### config.mk
export PLATFORM = sky130hd
export DESIGN_NAME = phase_window_cal
export DESIGN_NICKNAME = d
export VERILOG_FILES = /design/src/rtl/phase_window_cal.sv
export SDC_FILE = /design/constraint.sdc
export NUM_CORES = 1
export LEC_CHECK = 0
export ABC_AREA = 1
export BUFFER_PORTS_ARGS = -buffer_cell sky130_fd_sc_hd__buf_2
export CAP_MARGIN = 20
export CORE_AREA = 2 2 86 170
export DETAILED_ROUTE_END_ITERATION = 16
export DIE_AREA = 0 0 88 172
export RECOVER_POWER = 25
export SLEW_MARGIN = 25
export SYNTH_ARGS = -nofsm -noshare
export SYNTH_HDL_FRONTEND = slang
export SYNTH_SLANG_ARGS = --single-unit
### constraint.sdc
create_clock -name clk -period 12.03 [get_ports clk]
set_input_delay 3.609 -clock clk [delete_from_list [all_inputs] [get_ports clk]]
set_output_delay 3.609 -clock clk [all_outputs]
set_load 0.01 [all_outputs]
### src/rtl/phase_window_cal.sv
module phase_window_cal #(
  parameter int STEPS_FULL = 8,
  parameter int LAT_W = 4,
  parameter logic [2:0] PLL_CNT_SEL = 3'd4
) (
  input  logic clk,
  input  logic rst_n,
  input  logic start,
  input  logic half_rate,
  output logic step_req,
  output logic [2:0] step_sel,
  input  logic step_ack,
  output logic rd_req,
  input  logic rd_done,
  input  logic rd_pass,
  input  logic [LAT_W-1:0] rd_lat,
  output logic cal_ok,
  output logic cal_fail,
  output logic no_window,
  output logic [$clog2(2*STEPS_FULL)-1:0] centre_ph,
  output logic [LAT_W-1:0] read_lat
);
  localparam int MAXN = 2 * STEPS_FULL;
  localparam int IDX_W = $clog2(MAXN);
  localparam int N_W = IDX_W + 1;
  localparam int SUM_W = N_W + 1;

  typedef enum logic [2:0] {S_IDLE, S_READ, S_STEP, S_EVAL, S_PARK, S_LAT} state_t;
  state_t state;

  logic [N_W-1:0]   n_steps;
  logic [IDX_W-1:0] pos;
  logic [MAXN-1:0]  pass_map;
  logic [N_W-1:0]   left;

  logic [IDX_W-1:0] last_idx;
  logic [N_W-1:0]   pop, runs, half_len, park;
  logic [IDX_W-1:0] wstart, ctr, prev;
  logic [SUM_W-1:0] mid;
  logic             single;

  assign step_sel = PLL_CNT_SEL;
  assign step_req = (state == S_STEP) || (state == S_PARK);
  assign rd_req   = (state == S_READ) || (state == S_LAT);
  assign last_idx = IDX_W'(n_steps - 1'b1);

  always_comb begin
    pop = '0;
    runs = '0;
    wstart = '0;
    prev = '0;
    for (int i = 0; i < MAXN; i++) begin
      if (N_W'(i) < n_steps) begin
        prev = (i == 0) ? last_idx : IDX_W'(i - 1);
        if (pass_map[i]) pop = pop + 1'b1;
        if (pass_map[i] && !pass_map[prev]) begin
          runs = runs + 1'b1;
          wstart = IDX_W'(i);
        end
      end
    end
  end

  assign single   = (pop == n_steps) || (pop != '0 && runs == N_W'(1));
  assign half_len = (pop - 1'b1) >> 1;
  assign mid      = SUM_W'(wstart) + SUM_W'(half_len);
  assign ctr      = (mid >= SUM_W'(n_steps)) ? IDX_W'(mid - SUM_W'(n_steps)) : IDX_W'(mid);
  assign park     = (ctr == last_idx) ? '0 : N_W'(ctr) + 1'b1;

  always_ff @(posedge clk) begin
    if (!rst_n) begin
      state <= S_IDLE;
      n_steps <= N_W'(STEPS_FULL);
      pos <= '0;
      pass_map <= '0;
      left <= '0;
      cal_ok <= 1'b0;
      cal_fail <= 1'b0;
      no_window <= 1'b0;
      centre_ph <= '0;
      read_lat <= '0;
    end else begin
      case (state)
        S_IDLE: if (start) begin
          cal_ok <= 1'b0;
          cal_fail <= 1'b0;
          no_window <= 1'b0;
          centre_ph <= '0;
          read_lat <= '0;
          n_steps <= half_rate ? N_W'(MAXN) : N_W'(STEPS_FULL);
          pos <= '0;
          pass_map <= '0;
          state <= S_READ;
        end
        S_READ: if (rd_done) begin
          pass_map[pos] <= rd_pass;
          state <= (pos == last_idx) ? S_EVAL : S_STEP;
        end
        S_STEP: if (step_ack) begin
          pos <= IDX_W'(pos + 1'b1);
          state <= S_READ;
        end
        S_EVAL: begin
          if (!single) begin
            cal_fail <= 1'b1;
            no_window <= (pop == '0);
            state <= S_IDLE;
          end else begin
            centre_ph <= ctr;
            left <= park;
            state <= (park == '0) ? S_LAT : S_PARK;
          end
        end
        S_PARK: if (step_ack) begin
          left <= left - 1'b1;
          if (left == N_W'(1)) state <= S_LAT;
        end
        S_LAT: if (rd_done) begin
          if (rd_pass) begin
            cal_ok <= 1'b1;
            read_lat <= rd_lat;
          end else begin
            cal_fail <= 1'b1;
          end
          state <= S_IDLE;
        end
        default: state <= S_IDLE;
      endcase
    end
  end

  assert_ok_fail_excl_R8: assert property (@(posedge clk) disable iff (!rst_n)
    !(cal_ok && cal_fail));
  assert_status_hold_R8: assert property (@(posedge clk) disable iff (!rst_n)
    (state == S_IDLE && !start) |=> ($stable(cal_ok) && $stable(cal_fail) &&
     $stable(no_window) && $stable(read_lat) && $stable(centre_ph)));
  assert_start_clear_R9: assert property (@(posedge clk) disable iff (!rst_n)
    (state == S_IDLE && start) |=> (!cal_ok && !cal_fail && !no_window && read_lat == '0));
  assert_step_hold_R2: assert property (@(posedge clk) disable iff (!rst_n)
    (step_req && !step_ack) |=> step_req);
  assert_read_hold_R2: assert property (@(posedge clk) disable iff (!rst_n)
    (rd_req && !rd_done) |=> rd_req);
  assert_no_read_in_step_R2: assert property (@(posedge clk) disable iff (!rst_n)
    !(rd_req && step_req));
  assert_nowin_is_fail_R6: assert property (@(posedge clk) disable iff (!rst_n)
    no_window |-> cal_fail);
  assert_fail_lat_zero_R7: assert property (@(posedge clk) disable iff (!rst_n)
    cal_fail |-> read_lat == '0);
endmodule

==> impl_metrics.yaml, run 1 <==
synthesis:
  ys_async_sr_fraction: 0
  ys_seq_elements: 41
  synthAdderAreaFrac: 0.09788
  synth.avg_cell_area_sq_um: 5.703
  muxShareOfSynthArea: 0.004935
  synth_compound_area_frac: 0.1641
  synthTopCellsByCount: "292 x nand2_1, 159 x inv_1, 121 x nor2_1, 58 x a21oi_1, 56 x o21ai_0"
  synth-simple-area-share: 0.3973
  synth_top_family_by_area: "simple AND/OR/NAND/NOR gates"
  ys_seq_area_frac: 0.1349
  yosys.cell_types.count: 60
  synth_top_area_frac: 0.1801
  synthCells: 1067
  synthTopCellsByArea: "nand2_1 18%, dfxtp_1 13%, inv_1 9.8%"
  synthFlopType: "dfxtp_1"
  synth-edff-count: 0
  yosysWarnings: 0
  netlist_area_sq_mm: 0.006085
  synth_xor_area_frac: 0.06580
  synth.most_common_cell: "nand2_1"
  yosys.area.top_type: "nand2_1"
worst_setup_path:
  critPathArrivalTime_ps: 10730
  cp_top_family: "compound AO/OA/AOI/OAI gates"
  max_stage_delay_ps: 450
  critical_path_class: "flop to flop"
  crit_buf_inv: 12
  slowest_stage: "dfxtp_2"
  cpMostUsedCell: "ha_1"
  worst_ep_required_time_ps: 12230
  crit_path_max_fanout: 20
  start_kind: "flop"
  cp-end-kind: "flop"
sta:
  finalSetupTns_ps: 0
  drv_slew: 0
  period_needed_ps: 10540
  hold_viol: 0
  clock.fmax_mhz: 94.91
  skew_ps: 6.090
  worst_slew_pin_slew_ps: 759.3
  setup_viol: 0
  finalCritPeriodShare: 0.8758
  grt_setup_unrepaired: "no"
  relSlewSlack: 0.4907
clock_tree:
  cts_hold_buffers: 0
  cts_setup_buffers: 0
  cts_tree: "done"
  cts_num_sinks: 41
  clk_latency_ps: 290
  cts_made_buffers: 5
  clk_pin_slew_ps: 60
  cts_resized: 0
  htreeDepth: 2
  clock-root-buffer: "clkbuf_16"
  cts_buffer_depth: 2
global_routing:
  antenna_found_initial: 0
  grt_pass1_wl_microns: 27410
  grtUsageTotal: 0.2234
  grt_overflow: 0
  grt_pass1_vias: 6355
  grt_max_degree: 29
cells_and_area:
  nFillCells: 1566
  nNetsFinal: 1137
  areaGrowthSynthToFinish_pct: 6.683
  drive_gt1_frac: 0.09731
  final_area_sq_mm: 0.006491
  multi_input_area_sq_mm: 0.004474
  seqCellArea_sq_um: 822.0
  n_antenna_cell: 0
place:
  place_area_sq_mm: 0.006337
  port_buffers: 23
  post-dp-hpwl_microns: 13360
  gp_congestion: 0.8971
floorplanning:
  die_area_sq_mm: 0.01514
  io_pins: 27
  initial_utilization: 0.4404
  fp-row-count: 61
  die_y_microns: 172
  die_w_microns: 88
  core-area_sq_mm: 0.01381
pwr:
  totalPowerFinal_mw: 0.7175
  leakagePower_nw: 3.208
  ir_worst_vdd_mv: 0.1091
  power.density_mw_per_mm2: 110.5
job:
  drv_cap: 0
route:
  wire_per_inst_microns: 12.71
  ant_nets: 0
  drt_wl_total_microns: 16120
  viasPerCell: 5.139
  drtIter0Drc: 275
  drc: 0
  num_vias: 6516
  dr.pass1.iters: 4
hold_path:
  hold_path_class: "flop to flop"
status:
  status: "finished, final reports clean"
==> metrics by stage <==
step / hold slack, ps / util / setup slack [ps] / instances
after global placement: 451.5 / 0.4587 / 1224 / 1261
after global routing: 488.8 / 0.4699 / 42.84 / 1268
after detailed placement: 457.2 / 0.4587 / 1023 / 1261
final: 469.0 / 0.4699 / 1494 / 1268
after floorplan: 457.0 / - / 1771 / 1068
after CTS: 466.8 / 0.4691 / 971.8 / 1268
==> worst reg2reg max path: cells and delay by family (launching register included) <==
kind                       cells  cell delay, ps
AOI/OAI and AO/OA             20            3320
xor gates and xnor gates       3             470
adders and majority gates     12            3230
buffers and inverters         12             730
DFF                            1             450
and+or+nand+nor               26            2270
==> cell families after synthesis <==
family	after synthesis
buf+inv	205
flops	41
fa+ha+maj	47
compound gates	171
mux	3
other cells	2
simple gates	554
xor+xnor	44
==> placed cells by master (no fill, tap or decap), types with 10 or more instances in the layout <==
cell,n
a21oi_1,57
inv_2,21
buf_2,12
nor2_1,121
nor3_1,18
nand2_1,292
inv_1,159
nand4_1,16
xor2_1,22
o21ai_0,54
o21ai_1,15
dfxtp_1,40
ha_1,46
nand3_2,10
nand3_1,55
nand2_2,21
clkbuf_1,12
xnor2_1,20
==> layout make-up <==
class,count,area share
Tap cell,189,0.03643
Inverter,183,0.1066
Sequential cell,41,0.1266
Multi-Input combinational cell,822,0.6893
Clock buffer,7,0.02197
Timing Repair Buffer,26,0.01908
==> path summary, 6_finish.rpt <==
check,start,to,slack (ps),depth (start not counted)
max reg2reg,n_steps[3],state[0],1490,73
min reg2reg,read_lat[3],read_lat[3],470,2
min,read_lat[3],read_lat[3],470,2
max,n_steps[3],state[0],1490,73
==> per-layer routing <==
layer  track usage  vias up  wire length, microns
met5             0        -                     0
met4        0.1037        0                   636
met3      0.008592       42                   256
met2        0.4555       93                  9122
met1        0.2193     2963                  6102
li1              -     3418                     -
==> where the power goes <==
part           internal, mW  total [mW]  switching [mW]  leakage [nW]
combinational         0.134       0.409           0.275          2.81
clock                0.0815       0.134          0.0522        0.0700
sequential            0.157       0.175          0.0180         0.333
total                 0.372       0.717           0.345          3.21
==> registers in the layout, indices dropped and copies added (netlist names) <==
name,count
pass_map,16
left,5
centre_ph,4
pos,4
read_lat,4
state,3
n_steps,2
cal_fail,1
cal_ok,1
no_window,1
(Power assumes the default switching activity.)
==> run 2: changes to the inputs <==
--- a/config.mk
+++ b/config.mk
@@ -8,9 +8,9 @@
 export ABC_AREA = 1
 export BUFFER_PORTS_ARGS = -buffer_cell sky130_fd_sc_hd__buf_2
 export CAP_MARGIN = 20
-export CORE_AREA = 2 2 86 170
+export CORE_AREA = 2 2 134 110
 export DETAILED_ROUTE_END_ITERATION = 16
-export DIE_AREA = 0 0 88 172
+export DIE_AREA = 0 0 136 112
 export RECOVER_POWER = 25
 export SLEW_MARGIN = 25
 export SYNTH_ARGS = -nofsm -noshare
==> run 2 against run 1 <==
Via count shrank 3.6%. Critical endpoint unchanged. Power is 0.19% lower. Largest power group unchanged. Sequential power is essentially flat. Largest cell class unchanged. Clock power is essentially flat. Core utilization decreased by 0.49 points. First-iteration DRC count is 35% higher. Flip-flop and latch count stayed put. Non-clock buffer count did not move.
==> impl_metrics.yaml, run 2 (synthesized netlist as in run 1, its figures left out) <==
status:
  status: "finished, final reports clean"
global_routing:
  grtUsageMet2: 0.3173
  grt_max_degree: 29
  grt_use_met3: 0.01867
  grtUsageMet1: 0.3084
  grt_pass1_vias: 5542
  grt_overflow: 0
  grt_pass1_wl_microns: 25830
  busiest_layer: "met2"
  grtUsageTotal: 0.2027
  antenna_found_initial: 0
clock_tree:
  clock-root-buffer: "clkbuf_16"
  htreeDepth: 2
  clk_latency_ps: 290
  cts_hold_buffers: 0
  clk_pin_slew_ps: 60
  cts_made_buffers: 5
  cts_setup_buffers: 0
  cts_buffer_depth: 2
  cts_tree: "done"
  cts_num_sinks: 41
sta:
  finalCritPeriodShare: 0.8902
  finalSetupTns_ps: 0
  period_needed_ps: 10710
  clock.fmax_mhz: 93.38
  worst_slack_ps: 1321
  relSlewSlack: 0.4814
  grt_setup_unrepaired: "no"
  drv_slew: 0
  setup_viol: 0
  hold_viol: 0
  worst_slew_pin_slew_ps: 773.2
  skew_ps: 4.246
cells_and_area:
  drive_gt1_frac: 0.09806
  largest_reg_flops: 16
  areaGrowthSynthToFinish_pct: 6.642
  nNetsFinal: 1138
  final_util: 0.4649
  reg_top3: "pass_map x16, left x5"
  layout_commonest_cell: "nand2_1"
  regMostFlops: "pass_map"
  n_antenna_cell: 0
  mostFrequentLayoutCells: "292 x nand2_1, 159 x inv_1, 121 x nor2_1"
worst_setup_path:
  crit_path_max_fanout: 13
  slowest_stage: "dfxtp_1"
  r2r-start: "n_steps[4]"
  worst_ep_required_time_ps: 12230
  reg2reg_to: "state[0]"
  cp_top_family: "compound AO/OA/AOI/OAI gates"
  critPathArrivalTime_ps: 10910
  critical_path_class: "flop to flop"
  critPathLaunch: "n_steps[4]"
  cp-end-kind: "flop"
  crit_end: "state[0]"
  start_kind: "flop"
  cp.depth: 76
  crit_buf_inv: 13
  r2r_slack_ps: 1320
  max_stage_delay_ps: 340
  cpMostUsedCell: "nor2_1"
  reg2regPathDepth: 76
floorplanning:
  fp-row-count: 39
  initial_utilization: 0.4360
  die_w_microns: 136
  io_pins: 27
  core-area_sq_mm: 0.01396
  die_y_microns: 112
  die_area_sq_mm: 0.01523
pwr:
  ir_worst_vdd_mv: 0.1091
  power.density_mw_per_mm2: 110.4
  totalPowerFinal_mw: 0.7161
  leakagePower_nw: 3.214
route:
  wire_per_inst_microns: 12.08
  drtIter0Drc: 370
  viasPerCell: 4.966
  num_vias: 6282
  dr.pass1.iters: 5
  drc: 0
  ant_nets: 0
  drt_wl_total_microns: 15280
hold_path:
  hold_path_class: "flop to flop"
place:
  dp_slack_ps: 1033
  gp_congestion: 0.8691
  port_buffers: 23
  post-dp-hpwl_microns: 12190
job:
  drv_cap: 0
[run 2: changes by cell type in the layout (fill, tap and decap cells not counted)]
| cell | delta |
|---|---|
| a21oi_1 | +1 |
| clkbuf_8 | -1 |
| o21ai_0 | +2 |
| nand2_4 | +1 |
| clkinv_2 | +2 |
| o21ai_1 | -2 |
| a21oi_2 | -1 |
[run 2: tightest hold or removal path: stages (launching register included)]
cell	delay, ps
dfxtp_1	310
nand2_1	60
a21oi_1	50
[run 2: per-layer routing]
metal / wire, microns / share of wire
met1: 8296 / 0.54
met2: 6321 / 0.41
met3: 556 / 0.036
met4: 102 / 0.0067
met5: 0 / 0
[run 2: cell type report]
| cell class | count | area, sq um |
|---|---|---|
| repair buffers | 26 | 123.9 |
| clock inverters | 2 | 10.01 |
| multi-input cells | 823 | 4482 |
| flip-flops and latches | 41 | 822.0 |
| inverters | 183 | 691.9 |
| well taps | 184 | 230.2 |
| fillers | 1557 | 7467 |
| clock buffers | 6 | 128.9 |
[run 2: stage by stage]
stage / cell area (sq um) / hold WS, ps / instances
floorplan: 6088 / 457.0 / 1068
global placement: 6331 / 456.3 / 1256
detailed placement: 6331 / 452.8 / 1256
CTS: 6470 / 462.3 / 1264
global route: 6489 / 492.7 / 1265
finish: 6489 / 465.7 / 1265
[run 2: worst min-delay path by stage]
| stage | from | end | slack, ps | cells past startpoint |
|---|---|---|---|---|
| floorplan | pass_map[0] | pass_map[0] | 460 | 2 |
| global placement | read_lat[3] | read_lat[3] | 460 | 2 |
| detailed placement | read_lat[1] | read_lat[1] | 450 | 2 |
| CTS | read_lat[1] | read_lat[1] | 460 | 2 |
| global route | read_lat[0] | read_lat[0] | 490 | 2 |
| finish | read_lat[1] | read_lat[1] | 470 | 2 |
[run 2: repair_timing]
action	4_1_cts	5_1_grt
endpoints found under the hold margin	0	0
setup endpoints to repair	0	3
resized for setup	0	6
[run 2: report_power, final]
group / switching, mW / leakage [nW] / internal [mW]
clock network: 0.0560 / 0.0706 / 0.0763
registers: 0.0178 / 0.333 / 0.157
logic: 0.275 / 2.81 / 0.134
==> run 3: changes to the inputs <==
--- a/config.mk
+++ b/config.mk
@@ -11,6 +11,7 @@
 export CORE_AREA = 2 2 134 110
 export DETAILED_ROUTE_END_ITERATION = 16
 export DIE_AREA = 0 0 136 112
+export GPL_TIMING_DRIVEN = 0
 export RECOVER_POWER = 25
 export SLEW_MARGIN = 25
 export SYNTH_ARGS = -nofsm -noshare
==> constraint.sdc (replaced) <==
create_clock -name clk -period 12.8 [get_ports clk]
set_input_delay 3.84 -clock clk [delete_from_list [all_inputs] [get_ports clk]]
set_output_delay 3.84 -clock clk [all_outputs]
set_load 0.01 [all_outputs]
==> run 3 against run 2 <==
Fmax down 8.0%. Final cell count up 1.4%. Clock-buffer cell count up 2. Sequential share of layout area down 0.16 points. Critical path type unchanged. Via count up 1.6%. Critical path depth up 3.
==> impl_metrics.yaml, run 3 (synthesized netlist as in run 1, its figures left out) <==
route:
  drc: 0
  dr.pass1.iters: 7
  num_vias: 6384
  drt_wl_total_microns: 15250
  viasPerCell: 4.976
  ant_nets: 0
  drtIter0Drc: 448
  wire_per_inst_microns: 11.89
pwr:
  power.density_mw_per_mm2: 103.6
  ir_worst_vdd_mv: 0.1025
  leakagePower_nw: 3.260
clock_tree:
  clk_pin_slew_ps: 60
  cts_buffer_depth: 2
  cts_tree: "done"
  clock-root-buffer: "clkbuf_16"
  cts_num_sinks: 41
  cts_hold_buffers: 0
  clk_latency_ps: 280
  htreeDepth: 2
  cts_made_buffers: 5
  cts_setup_buffers: 0
global_routing:
  grtUsageTotal: 0.2058
  grt_overflow: 0
  antenna_found_initial: 0
  grt_pass1_wl_microns: 26240
  grt_pass1_vias: 5694
  grt_max_degree: 12
sta:
  relSlewSlack: 0.3556
  skew_ps: 4.259
  hold_viol: 0
  drv_slew: 0
  worst_slew_pin_slew_ps: 959.3
  clock.fmax_mhz: 85.93
  finalSetupTns_ps: 0
  setup_viol: 0
  grt_setup_unrepaired: "no"
  finalCritPeriodShare: 0.9092
  period_needed_ps: 11640
worst_setup_path:
  max_stage_delay_ps: 330
  critPathArrivalTime_ps: 11850
  cpMostUsedCell: "nor2_1"
  critical_path_class: "flop to flop"
  reg2reg_to: "state[0]"
  cp-end-kind: "flop"
  crit_buf_inv: 16
  r2r_slack_ps: 1160
  cp_top_family: "compound AO/OA/AOI/OAI gates"
  worst_ep_required_time_ps: 13010
  cp.depth: 79
  slowest_stage: "ha_1"
  critPathLaunch: "n_steps[3]"
  r2r-start: "n_steps[3]"
  crit_path_max_fanout: 10
  reg2regPathDepth: 79
  start_kind: "flop"
  crit_end: "state[0]"
floorplanning:
  die_w_microns: 136
  core-area_sq_mm: 0.01396
  initial_utilization: 0.4360
  io_pins: 27
  fp-row-count: 39
  die_y_microns: 112
  die_area_sq_mm: 0.01523
cells_and_area:
  reg_top3: "pass_map x16, left x5"
  mostFrequentLayoutCells: "292 x nand2_1, 159 x inv_1, 121 x nor2_1"
  regMostFlops: "pass_map"
  final-instance-count-excl-fill: 1283
  nNetsFinal: 1156
  drive_gt1_frac: 0.1010
  largest_reg_flops: 16
  areaGrowthSynthToFinish_pct: 7.876
  final_area_sq_mm: 0.006564
  n_antenna_cell: 0
  nFillCells: 1556
  layout_commonest_cell: "nand2_1"
place:
  place_area_sq_mm: 0.006434
  dp_cells: 1275
  gp_congestion: 0.8720
  post-dp-hpwl_microns: 12650
  port_buffers: 23
status:
  status: "finished, final reports clean"
job:
  drv_cap: 0
hold_path:
  hold_path_class: "flop to flop"
run 3: changes by cell type in the layout (fill, tap and decap cells not counted), moves of 2 or more:
cell / delta
clkinv_2: -2
buf_2: +4
clkbuf_1: +10
buf_6: +2
buf_4: +3
run 3: worst min-delay path, cell delays in order, from the launching register on:
cell	delay [ps]
dfxtp_1	310
nand2_1	60
a21oi_1	50
run 3: how the worst min path moves through the flow:
| stage | depth (start not counted) | start | slack [ps] | to |
|---|---|---|---|---|
| 6_report | 2 | read_lat[1] | 470 | read_lat[1] |
| 5_1_grt | 2 | read_lat[2] | 490 | read_lat[2] |
| 4_1_cts | 2 | read_lat[2] | 470 | read_lat[2] |
| 3_5_place_dp | 2 | read_lat[2] | 460 | read_lat[2] |
| 3_3_place_gp | 2 | read_lat[1] | 460 | read_lat[1] |
| 2_1_floorplan | 2 | pass_map[0] | 460 | pass_map[0] |
run 3: power by group:
group,leakage [nW],internal (mW),switching [mW]
combinational,2.86,0.133,0.264
clock,0.0652,0.0726,0.0490
sequential,0.333,0.147,0.0148
total,3.26,0.352,0.328
run 3: layout make-up:
class | instances | area, sq um | share of cell area
multi-input cells | 822 | 4457 | 0.6790
well taps | 184 | 230.2 | 0.03507
clock buffers | 8 | 136.4 | 0.02078
repair buffers | 23 | 101.3 | 0.01544
flip-flops and latches | 41 | 820.8 | 0.1250
inverters | 183 | 689.4 | 0.1050
plain buffers | 22 | 128.9 | 0.01963
run 3: timing repair:
action                                  4_1_cts  5_1_grt
gates resized for setup                       0        6
hold endpoints to repair                      0        0
endpoints found under the setup margin        0        4
run 3: stage by stage:
step	util	power, mW	hold WS, ps	setup slack, ps
4_1_cts	0.4708	0.6804	466.9	787.9
2_1_floorplan	-	0.4657	457.0	2541
5_1_grt	0.4703	0.7483	489.1	45.10
3_3_place_gp	0.4610	0.5552	456.5	894.9
6_report	0.4703	0.6800	467.7	1162
3_5_place_dp	0.4610	0.5557	457.0	834.3
run 3: metal layers:
layer / track usage / wire [microns]
met2: 0.3286 / 6468
met4: 0.02569 / 89
met1: 0.3091 / 8221
met3: 0.01594 / 471
met5: 0 / 0
